### src/rtl/xbar_pkg.sv
package xbar_pkg;

    localparam int FUNC_COUNT = 22;
    localparam int FIDX_W     = $clog2(FUNC_COUNT);

    typedef enum logic [FIDX_W-1:0] {
        FN_UART_TX     = 5'd0,
        FN_UART_RX     = 5'd1,
        FN_SPI_CLK     = 5'd2,
        FN_SPI_MISO    = 5'd3,
        FN_SPI_MOSI    = 5'd4,
        FN_SPI_SEL     = 5'd5,
        FN_I2C_DATA    = 5'd6,
        FN_I2C_CLK     = 5'd7,
        FN_CMP0_SYNC   = 5'd8,
        FN_CMP0_ASYNC  = 5'd9,
        FN_CMP1_SYNC   = 5'd10,
        FN_CMP1_ASYNC  = 5'd11,
        FN_CLK_OUT     = 5'd12,
        FN_PWM0        = 5'd13,
        FN_PWM1        = 5'd14,
        FN_PWM2        = 5'd15,
        FN_PWM3        = 5'd16,
        FN_PWM4        = 5'd17,
        FN_PWM5        = 5'd18,
        FN_CNT_CLK_IN  = 5'd19,
        FN_TMR0_IN     = 5'd20,
        FN_TMR1_IN     = 5'd21
    } func_id_e;

    // First signal index handled by the priority walk (UART pair sits below).
    localparam int WALK_FIRST = 2;

endpackage

### src/rtl/xbar_req_stage.sv
module xbar_req_stage
    import xbar_pkg::*;
#(
    parameter int NPINS = 32
) (
    input  logic                  clk,
    input  logic                  rst,
    input  logic [FUNC_COUNT-1:0] en_d,
    input  logic                  four_d,
    input  logic [NPINS-1:0]      skip_d,
    output logic [FUNC_COUNT-1:0] en_q,
    output logic                  four_q,
    output logic [NPINS-1:0]      skip_q
);

    always_ff @(posedge clk) begin
        if (rst) begin
            en_q   <= '0;
            four_q <= 1'b0;
            skip_q <= '0;
        end else begin
            en_q   <= en_d;
            four_q <= four_d;
            skip_q <= skip_d;
        end
    end

endmodule

### src/rtl/xbar_walk.sv
module xbar_walk
    import xbar_pkg::*;
#(
    parameter int NPINS  = 32,
    parameter int PW     = 5,
    parameter int TX_PIN = 4,
    parameter int RX_PIN = 5
) (
    input  logic [FUNC_COUNT-1:0]         en,
    input  logic                          four,
    input  logic [NPINS-1:0]              skip,
    output logic [FUNC_COUNT-1:0]         placed,
    output logic [FUNC_COUNT-1:0][PW-1:0] fn_pin
);

    always_comb begin
        logic [NPINS-1:0] occ;
        logic             want;
        logic             found;
        logic [PW-1:0]    sel;

        placed = '0;
        fn_pin = '0;
        occ    = skip;
        want   = 1'b0;
        found  = 1'b0;
        sel    = '0;

        // Fixed UART pins: placed regardless of skip, then marked occupied.
        if (en[FN_UART_TX]) begin
            placed[FN_UART_TX] = 1'b1;
            fn_pin[FN_UART_TX] = PW'(TX_PIN);
            occ[TX_PIN]        = 1'b1;
        end
        if (en[FN_UART_RX]) begin
            placed[FN_UART_RX] = 1'b1;
            fn_pin[FN_UART_RX] = PW'(RX_PIN);
            occ[RX_PIN]        = 1'b1;
        end

        // Priority walk: each request takes the lowest unoccupied pin.
        for (int f = WALK_FIRST; f < FUNC_COUNT; f++) begin
            want  = en[f] && ((f != int'(FN_SPI_SEL)) || four);
            found = 1'b0;
            sel   = '0;
            for (int p = 0; p < NPINS; p++) begin
                if (!found && !occ[p]) begin
                    found = 1'b1;
                    sel   = PW'(p);
                end
            end
            if (want && found) begin
                placed[f] = 1'b1;
                fn_pin[f] = sel;
                occ[sel]  = 1'b1;
            end
        end
    end

endmodule

### src/rtl/xbar_pin_map.sv
module xbar_pin_map
    import xbar_pkg::*;
#(
    parameter int NPINS = 32,
    parameter int PW    = 5
) (
    input  logic [FUNC_COUNT-1:0]         placed,
    input  logic [FUNC_COUNT-1:0][PW-1:0] fn_pin,
    output logic [NPINS-1:0]              pin_used,
    output logic [NPINS-1:0][FIDX_W-1:0]  pin_fn
);

    for (genvar p = 0; p < NPINS; p++) begin : g_pin
        logic              hit;
        logic [FIDX_W-1:0] idx;

        always_comb begin
            hit = 1'b0;
            idx = '0;
            for (int f = 0; f < FUNC_COUNT; f++) begin
                if (placed[f] && (fn_pin[f] == PW'(p))) begin
                    hit = 1'b1;
                    idx = FIDX_W'(f);
                end
            end
        end

        assign pin_used[p] = hit;
        assign pin_fn[p]   = idx;
    end

endmodule

### src/rtl/xbar_out_stage.sv
module xbar_out_stage
    import xbar_pkg::*;
#(
    parameter int NPINS = 32,
    parameter int PW    = 5
) (
    input  logic                          clk,
    input  logic                          rst,
    input  logic [FUNC_COUNT-1:0]         placed_d,
    input  logic [FUNC_COUNT-1:0][PW-1:0] fn_pin_d,
    input  logic [NPINS-1:0]              pin_used_d,
    input  logic [NPINS-1:0][FIDX_W-1:0]  pin_fn_d,
    output logic [FUNC_COUNT-1:0]         placed_q,
    output logic [FUNC_COUNT-1:0][PW-1:0] fn_pin_q,
    output logic [NPINS-1:0]              pin_used_q,
    output logic [NPINS-1:0][FIDX_W-1:0]  pin_fn_q
);

    always_ff @(posedge clk) begin
        if (rst) begin
            placed_q   <= '0;
            fn_pin_q   <= '0;
            pin_used_q <= '0;
            pin_fn_q   <= '0;
        end else begin
            placed_q   <= placed_d;
            fn_pin_q   <= fn_pin_d;
            pin_used_q <= pin_used_d;
            pin_fn_q   <= pin_fn_d;
        end
    end

endmodule

### src/rtl/xbar_alloc.sv
module xbar_alloc
    import xbar_pkg::*;
#(
    parameter int PORT_COUNT = 4,
    parameter int PORT_WIDTH = 8,
    parameter int TX_PIN     = 4,
    parameter int RX_PIN     = 5
) (
    input  logic                                 clk,
    input  logic                                 rst,
    input  logic [FUNC_COUNT-1:0]                func_en,
    input  logic                                 spi_four_wire,
    input  logic [PORT_COUNT*PORT_WIDTH-1:0]     skip_mask,
    output logic [PORT_COUNT*PORT_WIDTH-1:0]     pin_valid,
    output logic [PORT_COUNT*PORT_WIDTH*FIDX_W-1:0] pin_func,
    output logic [FUNC_COUNT-1:0]                func_placed,
    output logic [FUNC_COUNT*$clog2(PORT_COUNT*PORT_WIDTH)-1:0] func_pin
);

    localparam int NPINS = PORT_COUNT * PORT_WIDTH;
    localparam int PW    = $clog2(NPINS);

    logic [FUNC_COUNT-1:0]         en_q;
    logic                          four_q;
    logic [NPINS-1:0]              skip_q;
    logic [FUNC_COUNT-1:0]         placed_c;
    logic [FUNC_COUNT-1:0][PW-1:0] fn_pin_c;
    logic [NPINS-1:0]              pin_used_c;
    logic [NPINS-1:0][FIDX_W-1:0]  pin_fn_c;
    logic [FUNC_COUNT-1:0][PW-1:0] fn_pin_q;
    logic [NPINS-1:0][FIDX_W-1:0]  pin_fn_q;

    xbar_req_stage #(.NPINS(NPINS)) u_req (
        .clk    (clk),
        .rst    (rst),
        .en_d   (func_en),
        .four_d (spi_four_wire),
        .skip_d (skip_mask),
        .en_q   (en_q),
        .four_q (four_q),
        .skip_q (skip_q)
    );

    xbar_walk #(.NPINS(NPINS), .PW(PW), .TX_PIN(TX_PIN), .RX_PIN(RX_PIN)) u_walk (
        .en     (en_q),
        .four   (four_q),
        .skip   (skip_q),
        .placed (placed_c),
        .fn_pin (fn_pin_c)
    );

    xbar_pin_map #(.NPINS(NPINS), .PW(PW)) u_map (
        .placed   (placed_c),
        .fn_pin   (fn_pin_c),
        .pin_used (pin_used_c),
        .pin_fn   (pin_fn_c)
    );

    xbar_out_stage #(.NPINS(NPINS), .PW(PW)) u_out (
        .clk        (clk),
        .rst        (rst),
        .placed_d   (placed_c),
        .fn_pin_d   (fn_pin_c),
        .pin_used_d (pin_used_c),
        .pin_fn_d   (pin_fn_c),
        .placed_q   (func_placed),
        .fn_pin_q   (fn_pin_q),
        .pin_used_q (pin_valid),
        .pin_fn_q   (pin_fn_q)
    );

    assign func_pin = fn_pin_q;
    assign pin_func = pin_fn_q;

endmodule

### config.mk
export PLATFORM = sky130hd
export DESIGN_NAME = xbar_alloc
export DESIGN_NICKNAME = d
export VERILOG_FILES = /design/src/rtl/xbar_pkg.sv /design/src/rtl/xbar_req_stage.sv /design/src/rtl/xbar_walk.sv /design/src/rtl/xbar_pin_map.sv /design/src/rtl/xbar_out_stage.sv /design/src/rtl/xbar_alloc.sv
export SDC_FILE = /design/constraint.sdc
export NUM_CORES = 2
export LEC_CHECK = 0
export BUFFER_PORTS_ARGS = -buffer_cell sky130_fd_sc_hd__buf_2
export CAP_MARGIN = 30
export CORE_MARGIN = 3
export CORE_UTILIZATION = 25
export DETAILED_ROUTE_END_ITERATION = 10
export GPL_TIMING_DRIVEN = 0
export HOLD_SLACK_MARGIN = 0.02
export PLACE_DENSITY = 0.51
export SLEW_MARGIN = 25
export SYNTH_ARGS = -nofsm -noshare
export SYNTH_HDL_FRONTEND = slang
export SYNTH_SLANG_ARGS = --single-unit
export TNS_END_PERCENT = 100
### constraint.sdc
create_clock -name clk -period 73.3 [get_ports clk]
set_input_delay 18.325 -clock clk [delete_from_list [all_inputs] [get_ports clk]]
set_output_delay 18.325 -clock clk [all_outputs]
set_load 0.02 [all_outputs]
**Yosys cells after proc, flatten, opt, wreduce, memory -nomap -nowiden**

Index checks and enable logic that the tools add are counted.

- Bits in registers: 379
- Output and inout port bits: 324

- Equal/unequal tests: 682
- Reduce and logical (&&, ||, !) cells: 2670
- $lt $le $gt $ge: 38
- Bitwise gates (word level): 19
- Multiplexer cells: 2739

Operators by type and width:

| kind | number |
|---|---|
| $mux W5 | 546 |
| $mux W4 | 408 |
| $eq A5 B5 Y1 const B | 320 |
| $mux W1 | 1439 |
| $logic_and A1 B1 Y1 | 1364 |
| $logic_not A1 Y1 | 1220 |
| $eq A5 B4 Y1 const B | 160 |
| $mux W3 | 206 |
| $mux W32 | 19 |
| $or A32 B32 Y32 | 19 |
| $eq A5 B3 Y1 const B | 80 |
| $reduce_or A7 Y1 | 32 |
| $mux W2 | 102 |
| $eq A5 B2 Y1 const B | 40 |
| $eq A3 B5 Y1 const B | 32 |
| $lt A5 B6 Y1 const B | 19 |
| $logic_not A5 Y1 | 22 |
| $eq A5 B1 Y1 const B | 20 |
| $reduce_or A3 Y1 | 32 |
| $demux W1 S5 | 19 |
| $ge A5 B1 Y1 const B | 19 |
| $eq A3 B4 Y1 const B | 16 |
| $eq A3 B3 Y1 const B | 8 |
| $eq A3 B2 Y1 const B | 4 |
| $eq A3 B1 Y1 const B | 2 |

**Longest topological paths before layout**

- Depth after elaboration: 1979
- Depth in mapped cells: 146
- Mapped depth without buffers: 104

**Hierarchy**

A second synthesis with hierarchy kept.

- Cells, all modules: 7223
- Area total of the unflattened synthesis: 51627.0 µm²

Modules (own cells, without submodules):

| module | times used | cells an instance | area an instance (µm²) | sequential area each (µm²) |
|---|---|---|---|---|
| xbar_walk | 1 | 4047 | 27557.7 | 0.0 |
| xbar_pin_map | 1 | 2376 | 13105.1 | 0.0 |
| xbar_out_stage | 1 | 684 | 9361.5 | 6486.2 |
| xbar_req_stage | 1 | 116 | 1602.8 | 1101.1 |

**Least setup slack after synthesis**

OpenSTA, ideal clock, no wires.

- Path kind: flip-flop to flip-flop
- From: reg u_req.skip_q[1]
- To: reg u_out.pin_fn_q[54] (netlist bit)
- Period minus slack after synthesis: 33.478 ns
- Data required time: 73.219 ns
- Library setup time: 0.081 ns
- Data arrival time: 33.398 ns
- Cell stages (with the launch flop): 127
- Setup slack: 39.822 ns
- Path buffers: 22
- Cell sequence: dfxtp_1 > buf_4 > nand4_2 > or4_4 > or2_4 > o211a_1 > buf_6 > nor3_2 > a21oi_1 > or3_1 > buf_4 > nor3_2 > a211oi_2 > a2111oi_4 > a2bb2o_4 > buf_6 > or2_1 > buf_6 > (+91 left out) > a211oi_2 > o311ai_2 > o211ai_1 > or2_1 > o311a_1 > or4b_1 > or3_1 > or4_4 > o211ai_2 > o211ai_2 > o221a_1 > nand2b_1 > nand4b_1 > or2_1 > o211a_1 > buf_4 > or4_4 > a41oi_1

RTL lines:

| what | RTL line | RTL |
|---|---|---|
| start: declaration | xbar_req_stage.sv:13 | `output logic [NPINS-1:0] skip_q` |
| start signal: assignment | xbar_req_stage.sv:24 | `skip_q <= skip_d;` |
| end signal: assignment | xbar_out_stage.sv:29 | `pin_fn_q <= pin_fn_d;` |
| end: declaration | xbar_out_stage.sv:16 | `output logic [NPINS-1:0][FIDX_W-1:0] pin_fn_q` |

==> results.toml <==
[status]
status = "complete, no violations"

[setup_path]
timing.reg2reg.worst_path_depth = 116
timing.critical_path.required_ns = 73.84
critPathMaxFanout = 10
worstReg2RegEnd = "u_out.pin_fn_q[117]"
startpoint_type_of_the_worst_setup_path = "flop"
slowest_stage_delay_cp_ns = 0.97
rrSetupSlack_ns = 19.21
end_kind = "flop"
critical-path-top-cell-by-count = "clkbuf_1"
worst_path_max_delay_cell = "a2111oi_2"
r2r_start = "u_req.skip_q[2]"
type_of_the_setup_path_with_the_least_slack = "flop to flop"
crit_arrival_ns = 54.63

[clock_tree]
cts_sink_count = 369
cts_buffers = 47
clock_tree_from_tritoncts = "done"
cts.clk_slew.worst_paths_ns = 0.07
h_tree_depth = 2
cts-hold-fix-buffers = 0
ctsResizeCount = 0
ctsRootBufferMaster = "clkbuf_16"
clock_latency_reported_for_the_late_side_of_the_worst_skew_pair_ns = 0.74
cts_setup_buffers = 0
clockBufferDepth = 3

[layout]
post_route_cells_drive_above_1_share = 0.184
final_design_area_no_fill_um2 = 50100
most_common_library_cell_in_the_layout_ignoring_fill_and_taps = "nor2_1"
layout.core_utilization = 0.298
layout.cells.most_common_list = "638 x nor2_1, 585 x nand2_1, 465 x buf_2"
flow.area_growth_from_synthesis_pct = 17.9
nNetsFinal = 6490

[synthesis]
async_flop_share = 0
synthesis.instances = 5917
netlist_top_cells_area = "dfxtp_1 17%, nor2_1 5.7%, nand2_1 5.2%"
synth_unique_cells = 168
ys_warn_count = 0
number_of_register_bits_inferred_by_synthesis = 369
ys_seq_area_frac = 0.174
synth-edff-count = 0
ys.flop_type = "dfxtp_1"
netlist.area_leader.share = 0.174
syn_area_per_cell_um2 = 7.18
netlist.top_cell.by_area = "dfxtp_1"
synth.cell_area_um2 = 42500

[min_path]
hold_path.startpoint = "u_req.en_q[0]"
timing.hold.worst_path_depth = 1
holdCritPathClass = "flop to flop"
min_delay_worst_endpoint = "u_out.placed_q[0]"

[sta]
timing.final.max_slew_violations = 0
timing.slew.headroom = 0.179
post_layout_minimum_cycle_time_ns = 54.09
setup_violations = 0
finalHoldViolations = 0
rsz0062_at_grt = "no"
tightestPinTransition_ns = 1.22
layout_skew_ns = 0.0326
totalNegativeSetupSlack_ns = 0
clock.fmax_mhz = 18.5
final_period_util = 0.738

[die]
row_count = 150
start_util = 0.253
fp.dieArea_um2 = 175000
top_level_ports = 381
die-width_um = 418
placeableCoreArea_um2 = 168000
die-height_um = 418

[detailed_routing]
ant_nets = 0
remaining_drc_errors = 0
detailedRoute.firstIterationViolations = 10200
post_drt_via_cell_ratio = 7.07
average_routed_wire_per_standard_cell_um = 46.7
drt-total-wl_um = 406000
drt_pass1_iterations = 7
detailroute.via_count = 61500

[pwr]
p_per_area_nw_per_um2 = 24.4
cellLeakagePower_nw = 18.6
max-vdd-ir-drop_v = 0.0000181

[grt]
global_route_wire_length_before_repair_um = 530000
antenna_found_initial = 52
grt_start_max_net_pins = 16
track_usage = 0.443
overflow = 0
grt_pass1_vias = 56000

[placement]
gpl.final_weighted_congestion = 1.12
placed_area_um2 = 48200
detailed_place_hpwl_um = 350000
port_buffers = 373

[job]
timing.max_cap.violations = 0
-- worst max-delay path by stage --
stage	start	to	slack, ns	depth (start not counted)
finish	u_req.skip_q[2]	u_out.pin_fn_q[117]	19.21	116
detailed placement	u_req.skip_q[2]	u_out.pin_fn_q[72]	22.35	120
floorplan	u_req.skip_q[1]	u_out.pin_fn_q[54]	39.82	126
global route	u_req.skip_q[2]	u_out.pin_fn_q[117]	18.86	119
CTS	u_req.skip_q[2]	u_out.pin_fn_q[72]	22.24	117
global placement	u_req.skip_q[2]	u_out.pin_fn_q[35]	16.25	118
-- power by group --
| part | internal [W] | switching (W) | leakage, nW |
|---|---|---|---|
| registers | 0.000215 | 0.0000133 | 3.00 |
| logic | 0.000169 | 0.000572 | 14.8 |
| clock network | 0.000137 | 0.000117 | 0.784 |
| total | 0.000520 | 0.000702 | 18.6 |
-- registers in the layout, summed over array words and instances (netlist names) --
register and flops:
u_req.four_q 1, u_req.skip_q 32, u_out.placed_q 22, u_out.pin_fn_q 160, u_out.pin_used_q 32, u_req.en_q 22, u_out.fn_pin_q 100
-- cell type report --
| cell class | count | area [µm²] |
|---|---|---|
| clock inverter | 29 | 387 |
| fill | 18800 | 118000 |
| buffer | 267 | 1710 |
| tap | 2204 | 2760 |
| inverter | 143 | 537 |
| timing repair buffer | 461 | 2520 |
| antenna | 23 | 57.6 |
| sequential | 369 | 7390 |
| clock buffer | 56 | 1250 |
| multi-input combinational | 5144 | 33400 |
-- routing by layer --
layer | up-vias | global-route usage | wire length, µm
li1 | 24500 | - | -
met2 | 4942 | 0.650 | 167000
met1 | 30900 | 0.566 | 161000
met5 | - | 0 | 158
met4 | 22 | 0.303 | 35000
met3 | 1115 | 0.112 | 42400
-- synthesized netlist by cell type, types with 80 or more instances --
master and n:
inv_1 139, o21a_1 80, nor3_1 272, nand3_1 257
a21oi_1 353, nor2_1 640, dfxtp_1 369, o21ai_0 213
a21o_1 94, and2_1 126, nor4_1 101, nand4_1 118
a31oi_1 171, nand2_1 585, nor2b_1 81, clkbuf_1 96
and3_1 92
-- metrics by stage --
stage | setup slack, ns | power [W] | hold slack (ns) | cells
floorplan | 39.82 | 0.000617 | 0.491 | 5923
global placement | 16.25 | 0.000927 | 0.736 | 8500
detailed placement | 22.35 | 0.000926 | 0.737 | 8569
CTS | 22.24 | 0.00118 | 0.746 | 8654
global route | 18.86 | 0.00124 | 0.740 | 8674
finish | 19.21 | 0.00122 | 0.746 | 8696
-- logic make-up after synthesis --
family / Yosys count / share of synthesized area
buf+inv: 410 / 0.0528
fa+ha+maj: 1 / 0.000236
simple gates: 2873 / 0.363
compound gates: 2214 / 0.398
mux: 49 / 0.0120
other cells: 1 / 0.0000883
flops: 369 / 0.174
-- critical path: cells and delay by family, from the launching register on --
kind / cells / cell delay (ns)
flops: 1 / 0.66
compound gates: 56 / 26.31
buf+inv: 17 / 6.38
simple gates: 43 / 20.34
Note: power is estimated with default switching activity, not from simulation.
